===== src/rtl/xc_pkg.sv =====
package xc_pkg;

    typedef enum logic [1:0] {
        ACC_READ  = 2'd0,
        ACC_WRITE = 2'd1,
        ACC_EXEC  = 2'd2,
        ACC_RSVD  = 2'd3
    } acc_e;

    typedef enum logic [1:0] {
        PERM_RO = 2'd0,
        PERM_RW = 2'd1,
        PERM_XO = 2'd2,
        PERM_RX = 2'd3
    } perm_e;

    function automatic logic perm_allows(perm_e perm, acc_e kind);
        logic ok;
        case (perm)
            PERM_RO: ok = (kind == ACC_READ);
            PERM_RW: ok = (kind == ACC_READ) || (kind == ACC_WRITE);
            PERM_XO: ok = (kind == ACC_EXEC);
            PERM_RX: ok = (kind == ACC_READ) || (kind == ACC_EXEC);
            default: ok = 1'b0;
        endcase
        return ok;
    endfunction

    function automatic int idx_width(int n);
        return (n > 1) ? $clog2(n) : 1;
    endfunction

endpackage


===== src/rtl/xc_match.sv =====
module xc_match #(
    parameter int N      = 4,
    parameter int VPN_W  = 8,
    parameter int ASID_W = 4,
    parameter int IDX_W  = 2
) (
    input  logic                  clk,
    input  logic                  rst,
    input  logic [N-1:0]          valid_vec,
    input  logic [N*VPN_W-1:0]    vpn_flat,
    input  logic [N*ASID_W-1:0]   asid_flat,
    input  logic [VPN_W-1:0]      key_vpn,
    input  logic [ASID_W-1:0]     key_asid,
    output logic                  hit_any,
    output logic [IDX_W-1:0]      hit_idx
);

    logic [N-1:0] hit_vec;

    for (genvar g = 0; g < N; g++) begin : g_cmp
        assign hit_vec[g] = valid_vec[g]
                          && (vpn_flat[g*VPN_W +: VPN_W] == key_vpn)
                          && (asid_flat[g*ASID_W +: ASID_W] == key_asid);
    end

    assign hit_any = |hit_vec;

    always_comb begin
        hit_idx = '0;
        for (int i = 0; i < N; i++) begin
            if (hit_vec[i]) hit_idx = IDX_W'(i);
        end
    end

    AST_NO_DUPLICATE: assert property (@(posedge clk) disable iff (rst)
        $onehot0(hit_vec)) else $error("duplicate translation");

endmodule


===== src/rtl/xc_victim.sv =====
module xc_victim #(
    parameter int N     = 4,
    parameter int IDX_W = 2
) (
    input  logic             clk,
    input  logic             rst,
    input  logic [N-1:0]     valid_vec,
    input  logic             fill_go,
    input  logic             fill_hit,
    output logic [IDX_W-1:0] vict_idx
);

    logic [IDX_W-1:0] rr_q;
    logic [IDX_W-1:0] free_idx;
    logic             free_any;
    logic             replace;

    assign free_any = ~&valid_vec;

    always_comb begin
        free_idx = '0;
        for (int i = N - 1; i >= 0; i--) begin
            if (!valid_vec[i]) free_idx = IDX_W'(i);
        end
    end

    assign vict_idx = free_any ? free_idx : rr_q;
    assign replace  = fill_go && !fill_hit && !free_any;

    always_ff @(posedge clk) begin
        if (rst) begin
            rr_q <= '0;
        end else if (replace) begin
            rr_q <= (rr_q == IDX_W'(N - 1)) ? '0 : IDX_W'(rr_q + 1'b1);
        end
    end

    AST_FREE_FIRST: assert property (@(posedge clk) disable iff (rst)
        (fill_go && !fill_hit && free_any) |-> !valid_vec[vict_idx]) else $error("free slot skipped");
    AST_RR_ADVANCE: assert property (@(posedge clk) disable iff (rst)
        replace |=> (rr_q != $past(rr_q))) else $error("pointer stuck");
    AST_RR_HOLD_REWRITE: assert property (@(posedge clk) disable iff (rst)
        (fill_go && fill_hit) |=> $stable(rr_q)) else $error("pointer moved on rewrite");

endmodule


===== src/rtl/xc_top.sv =====
module xc_top
    import xc_pkg::*;
#(
    parameter int ENTRIES = 4,
    parameter int VPN_W   = 8,
    parameter int ASID_W  = 4,
    parameter int PFN_W   = 6,
    parameter int CNT_W   = 16
) (
    input  logic              clk,
    input  logic              rst,
    input  logic              lk_valid,
    input  logic [VPN_W-1:0]  lk_vpn,
    input  logic [ASID_W-1:0] lk_asid,
    input  logic [1:0]        lk_kind,
    input  logic              fill_valid,
    input  logic [VPN_W-1:0]  fill_vpn,
    input  logic [ASID_W-1:0] fill_asid,
    input  logic [PFN_W-1:0]  fill_pfn,
    input  logic [1:0]        fill_perm,
    input  logic              flush_all,
    input  logic              flush_asid_valid,
    input  logic [ASID_W-1:0] flush_asid,
    output logic              rsp_valid,
    output logic              rsp_hit,
    output logic              rsp_miss,
    output logic              rsp_fault,
    output logic [PFN_W-1:0]  rsp_pfn,
    output logic [CNT_W-1:0]  hit_cnt,
    output logic [CNT_W-1:0]  miss_cnt
);

    localparam int IDX_W = idx_width(ENTRIES);

    typedef struct packed {
        logic              valid;
        logic [ASID_W-1:0] asid;
        logic [VPN_W-1:0]  vpn;
        logic [PFN_W-1:0]  pfn;
        perm_e             perm;
    } slot_t;

    typedef struct packed {
        logic             valid;
        logic             hit;
        logic             miss;
        logic             fault;
        logic [PFN_W-1:0] pfn;
    } rsp_t;

    slot_t slot_q [ENTRIES];
    rsp_t  rsp_q;

    logic [ENTRIES-1:0]        valid_vec;
    logic [ENTRIES*VPN_W-1:0]  vpn_flat;
    logic [ENTRIES*ASID_W-1:0] asid_flat;

    for (genvar g = 0; g < ENTRIES; g++) begin : g_flat
        assign valid_vec[g]                   = slot_q[g].valid;
        assign vpn_flat[g*VPN_W +: VPN_W]     = slot_q[g].vpn;
        assign asid_flat[g*ASID_W +: ASID_W]  = slot_q[g].asid;
    end

    // lookup search
    logic             lk_hit;
    logic [IDX_W-1:0] lk_idx;

    xc_match #(.N(ENTRIES), .VPN_W(VPN_W), .ASID_W(ASID_W), .IDX_W(IDX_W)) u_lk_match (
        .clk       (clk),
        .rst       (rst),
        .valid_vec (valid_vec),
        .vpn_flat  (vpn_flat),
        .asid_flat (asid_flat),
        .key_vpn   (lk_vpn),
        .key_asid  (lk_asid),
        .hit_any   (lk_hit),
        .hit_idx   (lk_idx)
    );

    // fill search, to rewrite a resident translation in place
    logic             fill_hit;
    logic [IDX_W-1:0] fill_hit_idx;

    xc_match #(.N(ENTRIES), .VPN_W(VPN_W), .ASID_W(ASID_W), .IDX_W(IDX_W)) u_fill_match (
        .clk       (clk),
        .rst       (rst),
        .valid_vec (valid_vec),
        .vpn_flat  (vpn_flat),
        .asid_flat (asid_flat),
        .key_vpn   (fill_vpn),
        .key_asid  (fill_asid),
        .hit_any   (fill_hit),
        .hit_idx   (fill_hit_idx)
    );

    logic             fill_go;
    logic [IDX_W-1:0] vict_idx;
    logic [IDX_W-1:0] wr_idx;

    assign fill_go = fill_valid && !flush_all && !flush_asid_valid;

    xc_victim #(.N(ENTRIES), .IDX_W(IDX_W)) u_victim (
        .clk       (clk),
        .rst       (rst),
        .valid_vec (valid_vec),
        .fill_go   (fill_go),
        .fill_hit  (fill_hit),
        .vict_idx  (vict_idx)
    );

    assign wr_idx = fill_hit ? fill_hit_idx : vict_idx;

    // slot storage: flush-all, then flush-by-id, then fill
    always_ff @(posedge clk) begin
        for (int i = 0; i < ENTRIES; i++) begin
            if (rst) begin
                slot_q[i].valid <= 1'b0;
            end else if (flush_all) begin
                slot_q[i].valid <= 1'b0;
            end else if (flush_asid_valid) begin
                if (slot_q[i].asid == flush_asid) slot_q[i].valid <= 1'b0;
            end else if (fill_go && (wr_idx == IDX_W'(i))) begin
                slot_q[i] <= '{valid: 1'b1, asid: fill_asid, vpn: fill_vpn,
                               pfn: fill_pfn, perm: perm_e'(fill_perm)};
            end
        end
    end

    // registered response
    slot_t lk_slot;
    logic  lk_allow;

    assign lk_slot  = slot_q[lk_idx];
    assign lk_allow = perm_allows(lk_slot.perm, acc_e'(lk_kind));

    always_ff @(posedge clk) begin
        if (rst) begin
            rsp_q <= '0;
        end else begin
            rsp_q.valid <= lk_valid;
            rsp_q.hit   <= lk_valid && lk_hit;
            rsp_q.miss  <= lk_valid && !lk_hit;
            rsp_q.fault <= lk_valid && lk_hit && !lk_allow;
            rsp_q.pfn   <= (lk_valid && lk_hit) ? lk_slot.pfn : '0;
        end
    end

    assign rsp_valid = rsp_q.valid;
    assign rsp_hit   = rsp_q.hit;
    assign rsp_miss  = rsp_q.miss;
    assign rsp_fault = rsp_q.fault;
    assign rsp_pfn   = rsp_q.pfn;

    // hit and miss counters
    always_ff @(posedge clk) begin
        if (rst) begin
            hit_cnt  <= '0;
            miss_cnt <= '0;
        end else if (lk_valid) begin
            if (lk_hit) hit_cnt  <= hit_cnt + 1'b1;
            else        miss_cnt <= miss_cnt + 1'b1;
        end
    end

    AST_IDLE_QUIET: assert property (@(posedge clk) disable iff (rst)
        !lk_valid |=> !rsp_valid) else $error("response without lookup");
    AST_HIT_XOR_MISS: assert property (@(posedge clk) disable iff (rst)
        rsp_valid |-> (rsp_hit != rsp_miss)) else $error("hit and miss disagree");
    AST_MISS_ZERO_PFN: assert property (@(posedge clk) disable iff (rst)
        rsp_miss |-> (rsp_pfn == '0)) else $error("frame on miss");
    AST_FAULT_NEEDS_HIT: assert property (@(posedge clk) disable iff (rst)
        rsp_fault |-> rsp_hit) else $error("fault without hit");
    AST_FLUSH_EMPTIES: assert property (@(posedge clk) disable iff (rst)
        flush_all |=> (valid_vec == '0)) else $error("slot survived flush");
    AST_HIT_COUNTED: assert property (@(posedge clk) disable iff (rst)
        (lk_valid && lk_hit) |=> (hit_cnt == CNT_W'($past(hit_cnt) + 1'b1))) else $error("hit not counted");
    AST_MISS_COUNTED: assert property (@(posedge clk) disable iff (rst)
        (lk_valid && !lk_hit) |=> (miss_cnt == CNT_W'($past(miss_cnt) + 1'b1))) else $error("miss not counted");

endmodule


===== config.mk =====
export PLATFORM = sky130hd
export DESIGN_NAME = xc_top
export DESIGN_NICKNAME = d
export VERILOG_FILES = /design/src/rtl/xc_pkg.sv /design/src/rtl/xc_match.sv /design/src/rtl/xc_victim.sv /design/src/rtl/xc_top.sv
export SDC_FILE = /design/constraint.sdc
export NUM_CORES = 1
export LEC_CHECK = 0
export BUFFER_PORTS_ARGS = -buffer_cell sky130_fd_sc_hd__buf_2
export CAP_MARGIN = 20
export CORE_ASPECT_RATIO = 1.75
export CORE_MARGIN = 5
export CORE_UTILIZATION = 32
export CTS_CLUSTER_DIAMETER = 120
export DETAILED_ROUTE_END_ITERATION = 6
export GPL_ROUTABILITY_DRIVEN = 0
export HOLD_SLACK_MARGIN = 0.1
export PLACE_DENSITY = 0.57
export SETUP_SLACK_MARGIN = 0.02
export SLEW_MARGIN = 5
export SYNTH_ARGS = -nofsm -noshare
export SYNTH_HDL_FRONTEND = slang
export SYNTH_SLANG_ARGS = --single-unit

===== constraint.sdc =====
create_clock -name clk -period 5 [get_ports clk]
set_input_delay 0 -clock clk [delete_from_list [all_inputs] [get_ports clk]]
set_output_delay 0 -clock clk [all_outputs]
set_load 0.1 [all_outputs]

### Word level (Yosys, flattened, before mapping)

Memory sizes are Yosys's and may differ from the RTL's.
Index checks and enable logic that the tools add are counted.

| cells by class | value |
|---|---|
| add/sub/neg operators | 3 |
| multiply operators | 0 |
| divide/modulo/power cells | 0 |
| magnitude comparators | 0 |
| equality and inequality tests | 29 |
| shifts and indexed selects | 0 |
| mux-type cells | 71 |
| bitwise operators | 14 |
| reduce and logical (&&, ||, !) cells | 43 |

Operators with widths:

| kind | number |
|---|---|
| $eq A8 B8 Y1 | 8 |
| $mux W1 | 59 |
| $eq A4 B4 Y1 | 12 |
| $add A16 B1 Y16 const B | 2 |
| $logic_and A1 B1 Y1 | 27 |
| $mux W2 | 11 |
| $eq A2 B2 Y1 const B | 6 |
| $or A1 B1 Y1 | 12 |
| $reduce_or A4 Y1 | 2 |
| $eq A2 B1 Y1 const B | 3 |
| $logic_not A2 Y1 | 3 |
| $logic_not A1 Y1 | 5 |
| $pmux W1 S4 | 1 |
| $reduce_and A2 Y1 | 2 |
| $reduce_and A4 Y1 | 1 |
| $add A2 B1 Y2 const B | 1 |
| $logic_or A1 B1 Y1 | 2 |
| $not A1 Y1 | 2 |
| $reduce_or A2 Y1 | 1 |

| word-level totals | value |
|---|---|
| register bits | 44 |
| bits in latches | 0 |
| bits in writable memories | 84 |
| memory bits (read-only) | 0 |
| output and inout port bits | 42 |
| word-level logic and storage cells | 169 |
| memories kept | 1 |

Memories:

| name | depth | bits a word | read ports | clocked after memory_dff | wr ports | line | source |
|---|---|---|---|---|---|---|---|
| slot_q | 4 | 21 | 5 | 0 | 4 | xc_top.sv:51 | `slot_t slot_q [ENTRIES];` |

### Depth between registers and ports, before layout

Gate-level depths: netlist of run 1.
An unclocked memory read counts as a cell.

| logic depth | value |
|---|---|
| depth in word-level cells | 16 |
| mapped depth | 9 |
| mapped depth without buffers | 7 |

### By module

A second synthesis of run 1 with hierarchy kept.

| second synthesis, totals | value |
|---|---|
| cell total of the unflattened synthesis | 498 |
| area, all modules | 6152.2 um2 |

Modules (own cells, without submodules):

| module | instances | cells an instance | area each (um2) | sequential area each (um2) |
|---|---|---|---|---|
| xc_top | 1 | 328 | 4747.1 | 3363.2 |
| xc_match | 2 | 75 | 625.6 | 0.0 |
| xc_victim | 1 | 20 | 153.9 | 40.0 |

### Least setup slack after synthesis of run 1

OpenSTA, ideal clock, no wires.

| timing | value |
|---|---|
| path type | register -> register |
| start | mem slot_q[3][16] (netlist bit) |
| end | mem slot_q[3][20] (netlist bit), enable pin |
| setup time | 0.298 ns |
| arrival | 2.622 ns |
| data required time | 4.702 ns |
| path slack | 2.080 ns |
| cell stages (with the launch flop) | 8 |
| buffers on the path | 0 |
| cell sequence | edfxtp_1 xnor2_1 nand4_1 or4_1 o311ai_0 nand2_1 nor2_1 a311o_1 |

RTL lines:

| item | line |
|---|---|
| start, declared | xc_top.sv:51 |

==> reports/metrics.cfg, run 1 <==
[final_layout]
multiInputGateArea_um2=2770
design_area_um2=7830
layout-drive-gt1-share=0.204
area_growth_pct=24.8
nFillCells=1837
final-seq-area_um2=3400
num-nets-final=715
antennaDiodeCount=0

[sta]
finClkSkew_ns=0.0110
finalMaxSlewViolations=0
hold_viol=0
period_share=0.646
timing.slew.headroom=0.462
max_freq_mhz=310
fin_setup_tns_ns=0
rsz0062_at_grt=false
post-route-min-period_ns=3.23
worst_slew_pin_slew_ns=0.807
setup_slack_ns=1.77
setup_viol=0

[floorplanning]
initial_utilization=0.327
dieArea_um2=22600
coreArea_um2=19200
io_pins=86
fp-row-count=67
die_x_um=116
die_y_um=195

[synth]
synthMostInstantiatedCell=xnor2_1
synth_commonest_cells=xnor2_1, edfxtp_1, dfxtp_1
syn-num-nets=600
async_flop_share=0
synth_edf_count=84
synthSimpleGateAreaFrac=0.175
yosys.area_share.adder=0.00598
synthFlopType=edfxtp_1
synthCells=553
synth_compound_area_frac=0.0606
seq_area_frac_synth=0.543
yosys.area.top_type_share=0.402
synth_top_family_by_area=simple AND/OR/NAND/NOR gates
synthXorXnorAreaFrac=0.172
synth_area_per_cell_um2=11.3
synth_top_cell_by_area=edfxtp_1
ys_top_cells_by_area=edfxtp_1, dfxtp_1, xnor2_1
yosysWarnings=0
synthesis.area_um2=6270
muxShareOfSynthArea=0.0251
synth_cell_types=46
synth.ff_latch_count=128

[clock_tree]
clock_path_buffers=2
numCtsBuffers=17
cts.sinks=128
cts_hold_buf=25
cts_root_buf=clkbuf_16
htreeDepth=4
post_cts_buffers=0
clk_latency_ns=0.43
cts_tree=yes
path_clk_slew_ns=0.06
cts_resized=0

[pwr]
p_per_area_nw_per_um2=334
ir_drop_mv=0.235
power_leakage_nw=2.74
p_total_mw=2.61

[routing]
wire_per_inst_um=19.7
via_per_inst=5.20
antenna_left=0
firstDrtPassIters=5
drt-total-wl_um=18100
drc=0
drt_iter0_markers=374
vias=4795

[worst_setup_path]
reg2reg_to=rsp_fault
rrSetupSlack_ns=1.77
worstSetupPathType=register to register
max_stage_delay_ns=0.73
path_cells=xnor2_1 > nand4_1 > nor4_4 > mux2_2 > nor3_1 > o31ai_1 > a31oi_1 > dlygate4sd3_1
reg2regPathDepth=8
worstPathMaxFanout=8
r2r_start=slot_q[1][17]
crit_arrival_ns=3.54
cpMaxStageDelayCell=nor4_4
cp-start-kind=register
endpoint_kind=register
worstPathRequired_ns=5.31

[outcome]
run_status=completed

[min_path]
min_to=miss_cnt[1]
whs_path_depth=2
holdCritStartpoint=rst
hp-class=primary input to register

[run]
cap_violations=0

[placed_design]
portBuffers=85
dp_hpwl_um=13800
pre_cts_ws_ns=1.94
postPlaceCellArea_um2=6980

[global_routing]
grt_max_degree=46
grt_pass1_wl_um=27600
grt_remaining_overflow=0
grt_pass1_vias=5037
antenna_found_initial=0
grt_usage=0.164

[cells by family after synthesis]
kind of cell             Yosys count
AND/OR/NAND/NOR                  194
flip-flops                       128
XOR/XNOR                         123
AO/OA/AOI/OAI                     60
buffers and inverters             30
multiplexers                      15
adder cells (fa/ha/maj)            3
[registers in the layout, indices dropped and copies added, names as in the netlist, 2 cells and up]
name           cells
slot_q            84
hit_cnt           16
u_victim.rr_q      2
miss_cnt          16
rsp_pfn            6
[critical path, delay by kind of cell (launching register included)]
| kind | cells | cell delay, ns |
|---|---|---|
| DFF | 1 | 0.45 |
| and+or+nand+nor | 3 | 1.10 |
| muxes | 1 | 0.28 |
| xor gates and xnor gates | 1 | 0.36 |
| AOI/OAI and AO/OA | 2 | 0.36 |
| buffers and inverters | 1 | 0.56 |
[through the flow]
step	cells	hold WS (ns)	util
after floorplan	553	0.0989	-
after global placement	865	0.219	0.363
after detailed placement	865	0.232	0.363
after CTS	922	0.145	0.408
after global routing	922	0.155	0.408
final	922	0.144	0.408
[layout make-up]
type / count / area share
sequential: 128 / 0.435
multi-input combinational: 395 / 0.353
timing repair buffer: 116 / 0.0920
clock buffer: 19 / 0.0553
tap: 241 / 0.0385
clock inverter: 13 / 0.0216
inverter: 10 / 0.00479
[placed cells by master (no fill, tap or decap), types with 3 or more instances in the layout]
cell / n
nand2b_1: 5
inv_1: 10
or3_1: 11
mux2i_1: 9
nor4_1: 7
nand3_1: 20
a311o_1: 4
mux2_1: 4
nor3_1: 8
a21oi_1: 20
nand4_1: 28
nor4_2: 3
bufinv_16: 4
clkinvlp_4: 3
clkinv_1: 3
nor2_1: 35
xnor2_1: 91
o21ai_0: 19
or4_1: 9
nor3_2: 4
dfxtp_1: 44
o31ai_1: 4
nand2_1: 29
and2_1: 9
clkinv_2: 3
ha_1: 3
nor2_2: 4
xor2_1: 32
buf_2: 85
buf_4: 6
clkbuf_16: 17
nor2b_1: 9
or2_2: 3
and3_1: 3
dlygate4sd3_1: 25
edfxtp_1: 84
[worst max path at each step]
stage	to	start	slack, ns	cells after the start
3_3_place_gp	slot_q[3][20]	slot_q[2][16]	2.00	8
4_1_cts	rsp_fault	slot_q[1][19]	1.85	8
2_1_floorplan	slot_q[3][20]	slot_q[3][16]	2.08	7
5_1_grt	rsp_fault	slot_q[1][17]	1.67	8
3_5_place_dp	slot_q[3][20]	slot_q[3][19]	1.94	8
6_report	rsp_fault	slot_q[1][17]	1.77	8
[routing by layer]
layer | routed length (µm) | track usage
met5 | 0 | 0
met4 | 1280 | 0.113
met3 | 1020 | 0.0424
met2 | 9680 | 0.297
met1 | 6160 | 0.155
[report_power, final]
group / leakage, nW / total, mW / switching [mW] / internal (mW)
clock network: 0.285 / 1.28 / 0.455 / 0.824
registers: 1.12 / 1.14 / 0.00795 / 1.14
logic: 1.33 / 0.189 / 0.120 / 0.0693
total: 2.74 / 2.61 / 0.583 / 2.03
No activity file was read; power rests on OpenSTA's default activity.
==> run 2: changes to the inputs <==
PLACE_DENSITY = 0.59   (was 0.57)
clock period = 2.7 ns   (was 5 ns; I/O delays follow)
==> run 2 against run 1 <==
Cell area is 3.0% higher. Clock power is 69% higher. Sequential power is 86% higher. Core utilization is 1.2 points higher. Largest cell class unchanged. Highest routed layer unchanged.
==> reports/metrics.cfg, run 2 (synthesized netlist as in run 1, its figures left out) <==
[global_routing]
antenna_found_initial=0  ; unchanged
grt_usage=0.159  ; -0.00412
grt_pass1_wl_um=26900  ; -2.6%
grt_remaining_overflow=0  ; unchanged
grt_max_degree=45  ; -2.2%
grt_pass1_vias=4926  ; -2.2%

[routing]
vias=4729  ; -1.4%
wire_per_inst_um=18.9  ; -4.0%
firstDrtPassIters=4  ; -1
via_per_inst=5.03  ; -3.4%
drt-total-wl_um=17800  ; -2.1%
antenna_left=0  ; unchanged
drc=0  ; unchanged
drt_iter0_markers=273  ; -27%

[worst_setup_path]
worstPathMaxFanout=12  ; +4
worstPathRequired_ns=2.81  ; -2.50 ns
endpoint_kind=register
crit_arrival_ns=2.71  ; -0.83 ns
worstSetupPathType=register to register
cp-start-kind=register

[floorplanning]
coreArea_um2=19200  ; unchanged
fp-row-count=67  ; unchanged
dieArea_um2=22600  ; unchanged
initial_utilization=0.327  ; unchanged
die_y_um=195  ; unchanged
die_x_um=116  ; unchanged
io_pins=86  ; unchanged

[sta]
max_freq_mhz=384  ; +24%
finalMaxSlewViolations=0  ; unchanged
timing.slew.headroom=0.508  ; +0.0460
setup_viol=0  ; unchanged
worst_slew_pin_slew_ns=0.730  ; -0.0770 ns
post-route-min-period_ns=2.61  ; -0.623 ns
rsz0062_at_grt=true
finClkSkew_ns=0.0111  ; +0.0000781 ns
hold_viol=0  ; unchanged
period_share=0.965  ; +0.319
hold_ws_ns=0.164  ; +0.0196 ns

[final_layout]
layout_common_cells=xnor2_1, buf_2, edfxtp_1
antennaDiodeCount=0  ; unchanged
design_area_um2=8060  ; +3.0%
area_growth_pct=28.5
fin_util=0.420  ; +0.0121
num-nets-final=735  ; +2.8%
reg_top3=slot_q (84), hit_cnt (16), miss_cnt (16)
top_register=slot_q
largest_reg_flops=84  ; unchanged
fin_cells=941  ; +2.1%
mostFrequentLayoutCell=xnor2_1
layout-drive-gt1-share=0.247  ; +0.0430

[run]
cap_violations=0  ; unchanged

[pwr]
p_per_area_nw_per_um2=575  ; +72%
ir_drop_mv=0.397  ; +69%
p_total_mw=4.64  ; +78%
power_leakage_nw=2.88  ; +5.0%

[placed_design]
placed_cells=882  ; +2.0%
postPlaceCellArea_um2=7160  ; +2.6%
dp_hpwl_um=13900  ; +0.78%
portBuffers=85  ; unchanged

[outcome]
run_status=completed

[min_path]
hp-class=primary input to register

[clock_tree]
path_clk_slew_ns=0.06  ; about the same
cts_root_buf=clkbuf_16
cts_tree=yes
htreeDepth=4  ; unchanged
cts.sinks=128  ; unchanged
clock_path_buffers=2  ; unchanged
clk_latency_ns=0.42  ; about the same
numCtsBuffers=17  ; unchanged

-- run 2: cell count changes in the layout (fill, tap and decap cells not counted), sizes merged --
cell	delta
buf	+19
clkinvlp	-2
clkinv	-1
clkbuf	+3
inv	+3
bufinv	-4
dlygate4sd3	+1
-- run 2: power breakdown --
group | total (mW) | leakage [nW] | switching, mW | internal, mW
combinational | 0.357 | 1.47 | 0.220 | 0.137
clock | 2.16 | 0.286 | 0.835 | 1.33
sequential | 2.12 | 1.12 | 0.0157 | 2.10
total | 4.64 | 2.88 | 1.07 | 3.57
-- run 2: cell type report --
cell class / instances / area (µm²)
Fill cell: 1823 / 11100
Sequential cell: 128 / 3410
Clock buffer: 22 / 510
Clock inverter: 9 / 51.3
Inverter: 10 / 37.5
Multi-Input combinational cell: 395 / 2830
Tap cell: 241 / 302
Timing Repair Buffer: 136 / 923
-- run 2: worst paths after layout --
check        slack, ns  cells past startpoint       endpoint          start
max reg2reg       0.09                      7  slot_q[0][19]  slot_q[2][18]
min               0.16                      3  slot_q[0][20]  flush_asid[1]
min reg2reg       0.49                      2   miss_cnt[15]   miss_cnt[15]
max               0.09                      7  slot_q[0][19]  slot_q[2][18]
-- run 2: stage by stage --
step / setup WS, ns / setup TNS [ns]
6_report: 0.0947 / 0
5_1_grt: 0.0327 / 0
4_1_cts: 0.0393 / 0
3_5_place_dp: -0.00287 / -0.0162
3_3_place_gp: 0.0452 / 0
2_1_floorplan: -0.220 / -6.44
-- run 2: metal layers --
metal / up-vias / global-route usage / routed length, µm
met5: - / 0 / 0
met4: 0 / 0.132 / 1480
met3: 64 / 0.0310 / 708
met2: 143 / 0.285 / 9460
met1: 2256 / 0.152 / 6120
li1: 2266 / - / -
-- run 2: critical path, stage by stage, from the launching register on --
cell and delay, ns:
edfxtp_1 0.48, xor2_1 0.21, nor4_2 0.36, nand4_1 0.22
a21boi_0 0.19, or2_2 0.35, nor2_2 0.21, buf_4 0.26
-- run 2: timing repair --
item / 4_1_cts / 5_1_grt
endpoints found under the hold margin: 91 / 0
buffers inserted: 0 / 2
resized for setup: 2 / 8
endpoints found under the setup margin: 8 / 78
pin swaps: 0 / 2
hold buffers: 26 / 0
==> run 3: changes to the inputs <==
PLACE_DENSITY = 0.57   (was 0.59)
clock period = 2.4 ns   (was 2.7 ns; I/O delays follow)
==> run 3 against run 2 <==
Via count rose by 9.1%. Clock skew rose by 0.0016 ns. Maximum frequency rose by 5.5%. Routed wire length rose by 12%. Global-route usage up 1.7 points. Critical endpoint is now slot_q[2][20]. Clock-buffer cell count is 4 lower. Critical path depth unchanged. The run now ends with setup timing left. Core utilization is 5.9 points higher.
==> reports/metrics.cfg, run 3 (synthesized netlist as in run 1, its figures left out) <==
[outcome]
run_status=finished with violations
failed_checks=setup timing

[final_layout]
layout-drive-gt1-share=0.399  ; +0.152
area_growth_pct=46.5
nFillCells=1718  ; -5.8%
multiInputGateArea_um2=3330  ; +18%
final-seq-area_um2=3420  ; +0.40%
mostFrequentLayoutCell=buf_2
top_register=slot_q
largest_reg_flops=84  ; unchanged
reg_top3=slot_q (84), hit_cnt (16), miss_cnt (16)
num-nets-final=806  ; +9.7%
fin_util=0.479  ; +0.0586
antennaDiodeCount=0  ; unchanged
layout_common_cells=buf_2, edfxtp_1, buf_4
fin_cells=1013  ; +7.7%

[min_path]
holdCritStartpoint=flush_asid[1]
whs_path_depth=3  ; unchanged
hp-class=primary input to register
min_to=slot_q[2][20]

[worst_setup_path]
worstSetupPathType=register to register
worstPathMaxFanout=4  ; -8
rrSetupSlack_ns=-0.07  ; -0.16 ns
cp-start-kind=register
worstPathRequired_ns=2.58  ; -0.23 ns
crit_arrival_ns=2.65  ; -0.06 ns
reg2reg_to=slot_q[2][20]
reg2regPathDepth=7  ; unchanged
r2r_start=slot_q[1][13]
endpoint_kind=register

[clock_tree]
cts_root_buf=clkbuf_16
clock_path_buffers=2  ; unchanged
cts.sinks=128  ; unchanged
numCtsBuffers=17  ; unchanged
htreeDepth=4  ; unchanged
path_clk_slew_ns=0.06  ; about the same
clk_latency_ns=0.42  ; about the same
cts_tree=yes

[placed_design]
placed_cells=923  ; +4.6%
dp_hpwl_um=14700  ; +6.1%
portBuffers=85  ; unchanged

[global_routing]
grt_pass1_wl_um=29800  ; +11%
grt_pass1_vias=5397  ; +9.6%
antenna_found_initial=0  ; unchanged
grt_usage=0.176  ; +0.0168
grt_remaining_overflow=0  ; unchanged
grt_max_degree=45  ; unchanged

[routing]
drt_iter0_markers=324  ; +19%
firstDrtPassIters=5  ; +1
drc=0  ; unchanged
drt-total-wl_um=20000  ; +12%
via_per_inst=5.09  ; +1.3%
wire_per_inst_um=19.7  ; +4.3%
vias=5157  ; +9.1%
antenna_left=0  ; unchanged

[floorplanning]
initial_utilization=0.327  ; unchanged
die_y_um=195  ; unchanged
dieArea_um2=22600  ; unchanged
coreArea_um2=19200  ; unchanged
io_pins=86  ; unchanged
die_x_um=116  ; unchanged
fp-row-count=67  ; unchanged

[sta]
hold_viol=0  ; unchanged
worst_slew_pin_slew_ns=0.649  ; -0.0809 ns
setup_viol=52  ; +52
timing.slew.headroom=0.566  ; +0.0578
finalMaxSlewViolations=0  ; unchanged
post-route-min-period_ns=2.47  ; -0.136 ns
max_freq_mhz=405  ; +5.5%
setup_slack_ns=-0.0695  ; -0.164 ns
period_share=1.03  ; +0.0640
finClkSkew_ns=0.0127  ; +0.00156 ns
rsz0062_at_grt=true

[run]
cap_violations=0  ; unchanged

[pwr]
power_leakage_nw=3.47  ; +21%
ir_drop_mv=0.372  ; -6.4%
p_total_mw=5.34  ; +15%
p_per_area_nw_per_um2=582  ; +1.1%

==> run 3: cell count changes in the layout (fill, tap and decap cells not counted), moves of 4 or more <==
| cell | delta |
|---|---|
| buf_4 | +52 |
| o21ai_0 | -6 |
| nand3_2 | +7 |
| dfxtp_1 | -7 |
| nor4_1 | -4 |
| buf_6 | +17 |
| o21ai_1 | +6 |
| xnor2_1 | -24 |
| xnor2_2 | +19 |
| xnor2_4 | +5 |
| dfxtp_2 | +5 |
| nand3_1 | -7 |
==> run 3: area by class of cell <==
type | count | share of cell area
Sequential cell | 128 | 0.372
Multi-Input combinational cell | 395 | 0.363
Timing Repair Buffer | 207 | 0.166
Clock buffer | 18 | 0.0467
Tap cell | 241 | 0.0328
Clock inverter | 14 | 0.0154
Inverter | 10 | 0.00409
==> run 3: through the flow <==
step           setup TNS, ns  area (µm²)  setup WS, ns  hold slack (ns)
5_1_grt                -5.08        9190        -0.106            0.181
6_report               -1.66        9190       -0.0695            0.184
3_5_place_dp          -16.83        7480        -0.250            0.224
3_3_place_gp          -15.76        7480        -0.265            0.220
4_1_cts              -0.0395        8700       -0.0190            0.156
2_1_floorplan          -6.54        6310        -0.205           0.0989
==> run 3: power breakdown <==
| part | total (mW) | switching (mW) | internal, mW |
|---|---|---|---|
| combinational | 0.475 | 0.280 | 0.194 |
| clock | 2.49 | 0.968 | 1.52 |
| sequential | 2.38 | 0.0175 | 2.36 |
==> run 3: timing repair <==
action                                  4_1_cts  5_1_grt
cloned                                        1        1
endpoints found under the setup margin      123      119
hold buffers                                 25        0
resized for setup                            55       64
pin swaps                                    25       35
hold endpoints to repair                     90        0
buffers inserted                             12       20
==> run 3: per-layer routing <==
layer,wire (µm),track usage,vias to the layer above
met5,0,0,-
met3,831,0.0403,72
li1,-,-,2411
met1,6850,0.173,2502
met4,1310,0.117,0
met2,11000,0.319,172
==> run 3: critical path, cell delays in order (launching register included) <==
cell      delay (ns)
edfxtp_1        0.46
xnor2_2         0.21
nand4_1         0.22
or4_4           0.60
a21boi_4        0.20
or2_4           0.19
nor2_4          0.07
a311o_1         0.28
==> run 3: how the worst max path moves through the flow <==
stage                              from       endpoint  slack [ns]
after floorplan           slot_q[3][16]  slot_q[3][20]       -0.21
after global placement    slot_q[3][19]   slot_q[2][3]       -0.27
after detailed placement  slot_q[3][19]   slot_q[2][3]       -0.25
after CTS                  slot_q[2][9]      rsp_fault       -0.02
after global routing      slot_q[1][14]  slot_q[1][20]       -0.11
final                     slot_q[1][13]  slot_q[2][20]       -0.07
